## config.mk

```make
export PLATFORM = sky130hd
export DESIGN_NAME = nor_cmd_seq
export DESIGN_NICKNAME = d
export VERILOG_FILES = /design/src/rtl/nor_seq_pkg.sv /design/src/rtl/nor_seq_steps.sv /design/src/rtl/nor_seq_addr.sv /design/src/rtl/nor_seq_ctrl.sv /design/src/rtl/nor_cmd_seq.sv
export SDC_FILE = /design/constraint.sdc
export NUM_CORES = 1
export LEC_CHECK = 0
export BUFFER_PORTS_ARGS = -buffer_cell sky130_fd_sc_hd__clkbuf_2
export CORE_MARGIN = 2
export CORE_UTILIZATION = 25
export CTS_BUF_LIST = sky130_fd_sc_hd__clkbuf_16
export DETAILED_ROUTE_END_ITERATION = 8
export PLACE_DENSITY = 0.53
export SETUP_SLACK_MARGIN = 0.1
export SLEW_MARGIN = 0
export SYNTH_ARGS = -nofsm -noshare
export SYNTH_HDL_FRONTEND = slang
export SYNTH_SLANG_ARGS = --single-unit
```

## constraint.sdc

```tcl
create_clock -name clk -period 2.3 [get_ports clk]
set_input_delay 0.345 -clock clk [delete_from_list [all_inputs] [get_ports clk]]
set_output_delay 0.345 -clock clk [all_outputs]
set_load 0.01 [all_outputs]
```

## src/rtl/nor_seq_pkg.sv

```systemverilog
package nor_seq_pkg;

  typedef enum logic [2:0] {
    OP_IDENT = 3'd0,
    OP_RDRST = 3'd1,
    OP_PROG  = 3'd2,
    OP_SECT  = 3'd3,
    OP_CHIP  = 3'd4,
    OP_QUERY = 3'd5
  } nor_op_e;

  localparam int STEP_W = 3;

  function automatic logic op_known(input logic [2:0] op);
    return (op <= 3'd5);
  endfunction

  function automatic logic [STEP_W-1:0] op_last(input logic [2:0] op);
    case (op)
      3'd0:    return 3'd2;
      3'd2:    return 3'd3;
      3'd3:    return 3'd5;
      3'd4:    return 3'd5;
      default: return 3'd0;
    endcase
  endfunction

endpackage

```

## src/rtl/nor_seq_steps.sv

```systemverilog
module nor_seq_steps
  import nor_seq_pkg::*;
#(
  parameter int WAW    = 23,
  parameter int DATA_W = 16
) (
  input  logic [2:0]        op,
  input  logic [STEP_W-1:0] step,
  input  logic [WAW-1:0]    uaddr,
  input  logic [DATA_W-1:0] udata,
  output logic [WAW-1:0]    word_addr,
  output logic [DATA_W-1:0] wdata,
  output logic              is_last
);

  localparam logic [WAW-1:0] W_KEY1  = WAW'(12'h555);
  localparam logic [WAW-1:0] W_KEY2  = WAW'(12'h2AA);
  localparam logic [WAW-1:0] W_QUERY = WAW'(12'h055);
  localparam logic [WAW-1:0] W_ZERO  = '0;

  localparam logic [7:0] B_KEY1  = 8'hAA;
  localparam logic [7:0] B_KEY2  = 8'h55;
  localparam logic [7:0] B_IDENT = 8'h90;
  localparam logic [7:0] B_PROG  = 8'hA0;
  localparam logic [7:0] B_ARM   = 8'h80;
  localparam logic [7:0] B_SECT  = 8'h30;
  localparam logic [7:0] B_CHIP  = 8'h10;
  localparam logic [7:0] B_QUERY = 8'h98;
  localparam logic [7:0] B_RDRST = 8'hF0;

  logic [7:0] cmd_byte;
  logic       use_user_data;

  always_comb begin
    word_addr     = W_ZERO;
    cmd_byte      = 8'h00;
    use_user_data = 1'b0;
    case (op)
      OP_RDRST: begin
        word_addr = W_ZERO;
        cmd_byte  = B_RDRST;
      end
      OP_QUERY: begin
        word_addr = W_QUERY;
        cmd_byte  = B_QUERY;
      end
      OP_IDENT, OP_PROG, OP_SECT, OP_CHIP: begin
        case (step)
          3'd0: begin word_addr = W_KEY1; cmd_byte = B_KEY1; end
          3'd1: begin word_addr = W_KEY2; cmd_byte = B_KEY2; end
          3'd2: begin
            word_addr = W_KEY1;
            if (op == OP_IDENT)     cmd_byte = B_IDENT;
            else if (op == OP_PROG) cmd_byte = B_PROG;
            else                    cmd_byte = B_ARM;
          end
          3'd3: begin
            if (op == OP_PROG) begin
              word_addr     = uaddr;
              use_user_data = 1'b1;
            end else begin
              word_addr = W_KEY1;
              cmd_byte  = B_KEY1;
            end
          end
          3'd4: begin word_addr = W_KEY2; cmd_byte = B_KEY2; end
          3'd5: begin
            if (op == OP_SECT) begin
              word_addr = uaddr;
              cmd_byte  = B_SECT;
            end else begin
              word_addr = W_KEY1;
              cmd_byte  = B_CHIP;
            end
          end
          default: begin
            word_addr = W_ZERO;
            cmd_byte  = 8'h00;
          end
        endcase
      end
      default: begin
        word_addr = W_ZERO;
        cmd_byte  = 8'h00;
      end
    endcase
  end

  assign wdata   = use_user_data ? udata : DATA_W'(cmd_byte);
  assign is_last = (step == op_last(op));

endmodule

```

## src/rtl/nor_seq_addr.sv

```systemverilog
module nor_seq_addr #(
  parameter int                ADDR_W    = 24,
  parameter logic [ADDR_W-1:0] BANK_BASE = '0
) (
  input  logic [ADDR_W-2:0] word_addr,
  output logic [ADDR_W-1:0] byte_addr
);

  logic [ADDR_W-1:0] shifted;

  assign shifted   = {word_addr, 1'b0};
  assign byte_addr = BANK_BASE + shifted;

endmodule

```

## src/rtl/nor_seq_ctrl.sv

```systemverilog
module nor_seq_ctrl
  import nor_seq_pkg::*;
#(
  parameter int ADDR_W = 24,
  parameter int DATA_W = 16
) (
  input  logic              clk,
  input  logic              rst,
  input  logic [2:0]        req_op,
  input  logic [ADDR_W-2:0] req_addr,
  input  logic [DATA_W-1:0] req_data,
  input  logic              req_start,
  input  logic              mem_ack,
  input  logic [ADDR_W-1:0] nxt_addr,
  input  logic [DATA_W-1:0] nxt_data,
  input  logic              nxt_last,
  output logic [2:0]        sel_op,
  output logic [STEP_W-1:0] sel_step,
  output logic [ADDR_W-2:0] sel_uaddr,
  output logic [DATA_W-1:0] sel_udata,
  output logic              busy,
  output logic              done,
  output logic              err,
  output logic [ADDR_W-1:0] mem_addr,
  output logic [DATA_W-1:0] mem_data,
  output logic              mem_wr
);

  logic              busy_q, done_q, err_q, wr_q, last_q;
  logic [2:0]        op_q;
  logic [STEP_W-1:0] step_q;
  logic [ADDR_W-2:0] uaddr_q;
  logic [DATA_W-1:0] udata_q;
  logic [ADDR_W-1:0] addr_q;
  logic [DATA_W-1:0] data_q;
  logic              accept, reject, advance;

  assign accept  = req_start && !busy_q && op_known(req_op);
  assign reject  = req_start && !busy_q && !op_known(req_op);
  assign advance = busy_q && mem_ack;

  always_comb begin
    if (busy_q) begin
      sel_op    = op_q;
      sel_step  = step_q + 1'b1;
      sel_uaddr = uaddr_q;
      sel_udata = udata_q;
    end else begin
      sel_op    = req_op;
      sel_step  = '0;
      sel_uaddr = req_addr;
      sel_udata = req_data;
    end
  end

  always_ff @(posedge clk) begin
    if (rst) begin
      busy_q  <= 1'b0;
      done_q  <= 1'b0;
      err_q   <= 1'b0;
      wr_q    <= 1'b0;
      last_q  <= 1'b0;
      op_q    <= '0;
      step_q  <= '0;
      uaddr_q <= '0;
      udata_q <= '0;
      addr_q  <= '0;
      data_q  <= '0;
    end else begin
      done_q <= 1'b0;
      err_q  <= reject;
      if (accept) begin
        busy_q  <= 1'b1;
        wr_q    <= 1'b1;
        op_q    <= req_op;
        uaddr_q <= req_addr;
        udata_q <= req_data;
        step_q  <= '0;
        addr_q  <= nxt_addr;
        data_q  <= nxt_data;
        last_q  <= nxt_last;
      end else if (advance) begin
        if (last_q) begin
          busy_q <= 1'b0;
          wr_q   <= 1'b0;
          done_q <= 1'b1;
        end else begin
          step_q <= step_q + 1'b1;
          addr_q <= nxt_addr;
          data_q <= nxt_data;
          last_q <= nxt_last;
        end
      end
    end
  end

  assign busy     = busy_q;
  assign done     = done_q;
  assign err      = err_q;
  assign mem_addr = addr_q;
  assign mem_data = data_q;
  assign mem_wr   = wr_q;

  // a stalled write keeps its strobe, address and data
  p_hold_stall_r9: assert property (@(posedge clk) disable iff (rst)
    (wr_q && !mem_ack) |=> (wr_q && $stable(addr_q) && $stable(data_q)));

  // done lasts one cycle and follows an acknowledged write
  p_done_pulse_r10: assert property (@(posedge clk) disable iff (rst)
    done_q |=> !done_q);
  p_done_after_ack_r10: assert property (@(posedge clk) disable iff (rst)
    $rose(done_q) |-> (!busy_q && !wr_q && $past(wr_q && mem_ack)));

  // a running sequence does not change operation on a new start
  p_refuse_busy_r11: assert property (@(posedge clk) disable iff (rst)
    (busy_q && req_start && !mem_ack) |=> ($stable(op_q) && $stable(step_q)));

  // an unknown code never starts a write
  p_err_idle_r12: assert property (@(posedge clk) disable iff (rst)
    err_q |-> (!busy_q && !wr_q));

  // the step index never passes the last step of the operation
  p_step_range_r2: assert property (@(posedge clk) disable iff (rst)
    busy_q |-> (step_q <= op_last(op_q)));

endmodule

```

## src/rtl/nor_cmd_seq.sv

```systemverilog
module nor_cmd_seq
  import nor_seq_pkg::*;
#(
  parameter int                ADDR_W    = 24,
  parameter int                DATA_W    = 16,
  parameter logic [ADDR_W-1:0] BANK_BASE = '0
) (
  input  logic              clk,
  input  logic              rst,
  input  logic [2:0]        req_op,
  input  logic [ADDR_W-2:0] req_addr,
  input  logic [DATA_W-1:0] req_data,
  input  logic              req_start,
  output logic              busy,
  output logic              done,
  output logic              err,
  output logic [ADDR_W-1:0] mem_addr,
  output logic [DATA_W-1:0] mem_data,
  output logic              mem_wr,
  input  logic              mem_ack
);

  localparam int WAW = ADDR_W - 1;

  logic [2:0]        sel_op;
  logic [STEP_W-1:0] sel_step;
  logic [WAW-1:0]    sel_uaddr;
  logic [DATA_W-1:0] sel_udata;
  logic [WAW-1:0]    step_word;
  logic [DATA_W-1:0] step_data;
  logic              step_last;
  logic [ADDR_W-1:0] step_byte;

  nor_seq_steps #(.WAW(WAW), .DATA_W(DATA_W)) u_steps (
    .op        (sel_op),
    .step      (sel_step),
    .uaddr     (sel_uaddr),
    .udata     (sel_udata),
    .word_addr (step_word),
    .wdata     (step_data),
    .is_last   (step_last)
  );

  nor_seq_addr #(.ADDR_W(ADDR_W), .BANK_BASE(BANK_BASE)) u_addr (
    .word_addr (step_word),
    .byte_addr (step_byte)
  );

  nor_seq_ctrl #(.ADDR_W(ADDR_W), .DATA_W(DATA_W)) u_ctrl (
    .clk       (clk),
    .rst       (rst),
    .req_op    (req_op),
    .req_addr  (req_addr),
    .req_data  (req_data),
    .req_start (req_start),
    .mem_ack   (mem_ack),
    .nxt_addr  (step_byte),
    .nxt_data  (step_data),
    .nxt_last  (step_last),
    .sel_op    (sel_op),
    .sel_step  (sel_step),
    .sel_uaddr (sel_uaddr),
    .sel_udata (sel_udata),
    .busy      (busy),
    .done      (done),
    .err       (err),
    .mem_addr  (mem_addr),
    .mem_data  (mem_data),
    .mem_wr    (mem_wr)
  );

  // nothing is pending in the cycle after reset
  p_reset_quiet_r13: assert property (@(posedge clk)
    $past(rst) |-> (!busy && !done && !err && !mem_wr));

endmodule

```

==> impl_results.html <==
<table>
<tr><th>Metric</th><th>Value</th></tr>
<tr><th colspan="2">Route</th></tr>
<tr><td>First-iteration detailed-routing DRC count</td><td>236</td></tr>
<tr><td>DRC violation count after routing</td><td>0</td></tr>
<tr><td>Total number of vias</td><td>around 3800</td></tr>
<tr><td>Average vias per placed instance</td><td>4.69</td></tr>
<tr><td>Length of the first detailed-routing pass in iterations</td><td>4</td></tr>
<tr><td>Detailed-route wire length</td><td>12.6 mm</td></tr>
<tr><td>Wirelength per Cell</td><td>approximately 15 µm</td></tr>
<tr><td>Remaining antenna violation count</td><td>0</td></tr>
<tr><th colspan="2">Clock network</th></tr>
<tr><td>Clock transition at the registers of the reported paths</td><td>~0.060 ns</td></tr>
<tr><td>H-Tree Depth</td><td>3</td></tr>
<tr><td>Clock sinks</td><td>88</td></tr>
<tr><td>CTS tree</td><td>yes</td></tr>
<tr><td>Buffers from clock root to sink, at most</td><td>2</td></tr>
<tr><td>Hold buffers post-CTS</td><td>0</td></tr>
<tr><td>Clock insertion delay at the later pin of the skew report</td><td>0.35 ns</td></tr>
<tr><td>Total CTS buffers</td><td>9</td></tr>
<tr><td>Post-CTS setup buffer count</td><td>0</td></tr>
<tr><td>Clock tree root buffer cell</td><td>sky130_fd_sc_hd__clkbuf_16</td></tr>
<tr><td>CTS-repair resized insts</td><td>0</td></tr>
<tr><th colspan="2">Power and ir drop</th></tr>
<tr><td>Power dissipated by switching net loads</td><td>1.02 mW</td></tr>
<tr><td>Power per Cell Area</td><td>approximately 700 nW/µm²</td></tr>
<tr><td>Worst vdd rail ir drop</td><td>0.338 mV</td></tr>
<tr><td>Power share of the sequential group</td><td>0.467</td></tr>
<tr><td>Cell Int Power</td><td>2.56 mW</td></tr>
<tr><td>Clock group share of total power</td><td>0.361</td></tr>
<tr><td>Comb power frac</td><td>0.171</td></tr>
<tr><td>Leakage power of the design</td><td>~2.0 nW</td></tr>
<tr><td>Sw frac</td><td>0.284</td></tr>
<tr><th colspan="2">Yosys</th></tr>
<tr><td>Yosys synthesis warning count</td><td>0</td></tr>
<tr><td>Average cell area after synthesis</td><td>8.18 µm²</td></tr>
<tr><td>Number of synthesized flops with an enable pin</td><td>0</td></tr>
<tr><td>Main synth FF type</td><td>sky130_fd_sc_hd__dfxtp_1</td></tr>
<tr><td>Synthesized netlist net count</td><td>562</td></tr>
<tr><td>Cell area after synthesis</td><td>4210 µm²</td></tr>
<tr><td>Number of cells produced by synthesis</td><td>515</td></tr>
<tr><td>Share of flip-flops with an asynchronous set or reset after synthesis</td><td>0</td></tr>
<tr><td>Sequential fraction of the synthesis area</td><td>0.418</td></tr>
<tr><td>Number of distinct library cell variants in the gate-level netlist after synthesis</td><td>57</td></tr>
<tr><td>Flip-flop and latch count after synthesis</td><td>88</td></tr>
<tr><th colspan="2">Cells and area</th></tr>
<tr><td>Final #Nets</td><td>638</td></tr>
<tr><td>Share of layout cells above drive strength 1</td><td>0.277</td></tr>
<tr><td>Final cell count without fillers</td><td>816</td></tr>
<tr><td>Leading cell type in the layout, fill and taps excluded</td><td>sky130_fd_sc_hd__nand2_1</td></tr>
<tr><td>Top library cells by usage in the layout, fill and taps aside</td><td>sky130_fd_sc_hd__nand2_1 (121), sky130_fd_sc_hd__clkbuf_2 (88), sky130_fd_sc_hd__dfxtp_1 (87)</td></tr>
<tr><td>Layout overhead on the synthesized area</td><td>21.9%</td></tr>
<tr><td>Fillcell total</td><td>~1800</td></tr>
<tr><td>Antenna cell count</td><td>0</td></tr>
<tr><th colspan="2">Worst hold path</th></tr>
<tr><td>Depth of the worst hold-timing path</td><td>3</td></tr>
<tr><td>Worst min-delay path class</td><td>input pin to flip-flop</td></tr>
<tr><th colspan="2">Worst setup path</th></tr>
<tr><td>Worst Path Arrival</td><td>2.27 ns</td></tr>
<tr><td>R2R Setup Slk</td><td>roughly 0.30 ns</td></tr>
<tr><td>Setup CP Type</td><td>flip-flop to flip-flop</td></tr>
<tr><td>Critical Path Sink Type</td><td>flip-flop</td></tr>
<tr><td>Reg-to-reg critical path startpoint</td><td>u_ctrl.busy</td></tr>
<tr><td>Maximum fanout count along the critical path</td><td>25</td></tr>
<tr><td>R2r endpoint</td><td>u_ctrl.mem_addr[2]</td></tr>
<tr><td>Type of origin of the critical path</td><td>flip-flop</td></tr>
<tr><td>Crit. Startpoint</td><td>u_ctrl.busy</td></tr>
<tr><td>WP data required</td><td>about 2.6 ns</td></tr>
<tr><td>Cell count of the worst reg-to-reg path</td><td>5</td></tr>
<tr><td>Capturing element of the worst setup path</td><td>u_ctrl.mem_addr[2]</td></tr>
<tr><th colspan="2">Timing</th></tr>
<tr><td>Final max-slew violation count</td><td>0</td></tr>
<tr><td>Total Negative Setup Slacks</td><td>0 ns</td></tr>
<tr><td>Worst Hold Slack</td><td>about 0.22 ns</td></tr>
<tr><td>Setup repair after global routing missed its margin</td><td>false</td></tr>
<tr><td>Fraction of the cycle the final worst path needs</td><td>0.869</td></tr>
<tr><td>Relative slew slack</td><td>0.660</td></tr>
<tr><td>Worst clock skew</td><td>0.00977 ns</td></tr>
<tr><td>Final critical delay including setup and external delays</td><td>roughly 2.0 ns</td></tr>
<tr><td>Worst-margin pin slew</td><td>0.509 ns</td></tr>
<tr><td>Number of hold violations in the final report</td><td>0</td></tr>
<tr><td>Fmax achieved</td><td>500 MHz</td></tr>
<tr><td>Number of setup violations in the final report</td><td>0</td></tr>
<tr><th colspan="2">Floorplan</th></tr>
<tr><td>Initial standard-cell utilization of the core</td><td>0.255</td></tr>
<tr><td>DIE AREA</td><td>17900 µm²</td></tr>
<tr><td>Number of placement rows</td><td>47</td></tr>
<tr><td>Std-Cell Core Area</td><td>approximately 17000 µm²</td></tr>
<tr><td>Die width</td><td>134 µm</td></tr>
<tr><td>Die height</td><td>134 µm</td></tr>
<tr><td>Number of ports placed on the die boundary</td><td>90</td></tr>
<tr><th colspan="2">Status</th></tr>
<tr><td>Outcome</td><td>complete, no violations</td></tr>
<tr><th colspan="2">Run</th></tr>
<tr><td>MaxCap Viol Count</td><td>0</td></tr>
<tr><th colspan="2">Placed design</th></tr>
<tr><td>Final Wtd Congestion</td><td>0.865</td></tr>
<tr><td>Final HPWL DP</td><td>9.04 mm</td></tr>
<tr><td>Quantity of I/O buffers inserted on ports</td><td>88</td></tr>
<tr><td>Placed Cells incl. Taps</td><td>800</td></tr>
<tr><th colspan="2">Global routing</th></tr>
<tr><td>Total global-route track usage</td><td>0.143</td></tr>
<tr><td>GRT Residual Overflow</td><td>0</td></tr>
<tr><td>Number of global-route vias before repair</td><td>roughly 3700</td></tr>
<tr><td>Antenna violations before repair</td><td>0</td></tr>
<tr><td>Wire length of the first global-routing pass</td><td>20.1 mm</td></tr>
<tr><td>Largest net degree at the start of global routing</td><td>49</td></tr>
</table>
## kinds of logic after synthesis
kind of cell,after synthesis,share of synthesized area
adders and majority gates,1,0.00297
other,1,0.000890
xor gates and xnor gates,6,0.0160
buffers and inverters,45,0.0567
AOI/OAI and AO/OA,125,0.180
and+or+nand+nor,213,0.230
DFF,88,0.418
muxes,36,0.0956
## through the flow
step	power [mW]	utilization	instance area, µm²	setup WS, ns
4_1_cts	3.63	0.310	5130	0.152
2_1_floorplan	2.09	-	4210	0.415
6_report	3.58	0.311	5140	0.301
3_3_place_gp	2.31	0.295	4870	0.311
3_5_place_dp	2.32	0.295	4870	0.169
5_1_grt	3.77	0.311	5140	0.162
## cell type report
cell class              instances  area [µm²]  share of cell area
clock inverters                 7        31.3             0.00609
well taps                     220         275              0.0536
flip-flops and latches         88        1770               0.344
clock buffers                   9         225              0.0438
multi-input cells             382        2230               0.435
inverters                       3        11.3             0.00219
repair buffers                107         596               0.116
## cell usage after synthesis (3+ instances only)
cell type	instances	area share
sky130_fd_sc_hd__a21oi_1	79	0.094
sky130_fd_sc_hd__nor3_1	13	0.015
sky130_fd_sc_hd__mux2i_1	4	0.0095
sky130_fd_sc_hd__nand3b_1	4	0.0071
sky130_fd_sc_hd__and2_1	5	0.0074
sky130_fd_sc_hd__clkbuf_1	17	0.015
sky130_fd_sc_hd__inv_1	3	0.0027
sky130_fd_sc_hd__a211oi_1	6	0.011
sky130_fd_sc_hd__buf_4	4	0.0071
sky130_fd_sc_hd__mux2_2	31	0.083
sky130_fd_sc_hd__o211ai_1	4	0.0071
sky130_fd_sc_hd__nand2_1	121	0.11
sky130_fd_sc_hd__or2_2	3	0.0045
sky130_fd_sc_hd__nor3b_1	3	0.0053
sky130_fd_sc_hd__a221oi_1	3	0.0062
sky130_fd_sc_hd__nand2b_1	5	0.0074
sky130_fd_sc_hd__buf_2	15	0.018
sky130_fd_sc_hd__nor2_1	19	0.017
sky130_fd_sc_hd__dfxtp_1	88	0.42
sky130_fd_sc_hd__nand3_1	25	0.030
sky130_fd_sc_hd__o21ai_0	19	0.023
## flip-flops by register name, summed over array words and instances (netlist names)
name	count
u_ctrl.mem_addr	23
u_ctrl.uaddr_q	23
u_ctrl.mem_data	16
u_ctrl.udata_q	16
u_ctrl.op_q	3
u_ctrl.step_q	3
u_ctrl.busy	1
u_ctrl.done	1
u_ctrl.err	1
u_ctrl.last_q	1
## critical path: stages, from the launching register on
cell and delay [ns]:
sky130_fd_sc_hd__dfxtp_4 0.43, sky130_fd_sc_hd__nand2b_1 0.33, sky130_fd_sc_hd__o21ai_4 0.39, sky130_fd_sc_hd__and3_1 0.41
sky130_fd_sc_hd__nand2_1 0.17, sky130_fd_sc_hd__o21ai_0 0.19
## power by group through the flow
stage	logic [mW]	clock network [mW]	registers (mW)
6_report	0.613	1.29	1.67
3_3_place_gp	0.606	0	1.70
5_1_grt	0.683	1.41	1.68
3_5_place_dp	0.610	0	1.71
2_1_floorplan	0.399	0	1.69
4_1_cts	0.614	1.34	1.67
## routing by layer
layer	part of all wire	routed length (µm)	up-vias	track usage
li1	-	-	1941	-
met1	0.47	5970	1785	0.185
met2	0.47	5900	87	0.238
met3	0.044	552	18	0.0374
met4	0.012	151	0	0.0361
met5	0	0	-	0
## worst min path at each step
stage | to | slack [ns] | from
finish | u_ctrl.udata_q[4] | 0.22 | req_data[4]
global route | u_ctrl.udata_q[4] | 0.23 | req_data[4]
CTS | u_ctrl.udata_q[4] | 0.21 | req_data[4]
detailed placement | u_ctrl.mem_data[12] | 0.45 | u_ctrl.mem_data[12]
global placement | u_ctrl.udata_q[10] | 0.44 | u_ctrl.udata_q[10]
floorplan | u_ctrl.uaddr_q[0] | 0.43 | u_ctrl.uaddr_q[0]
Power figures use the tool's default switching activity.
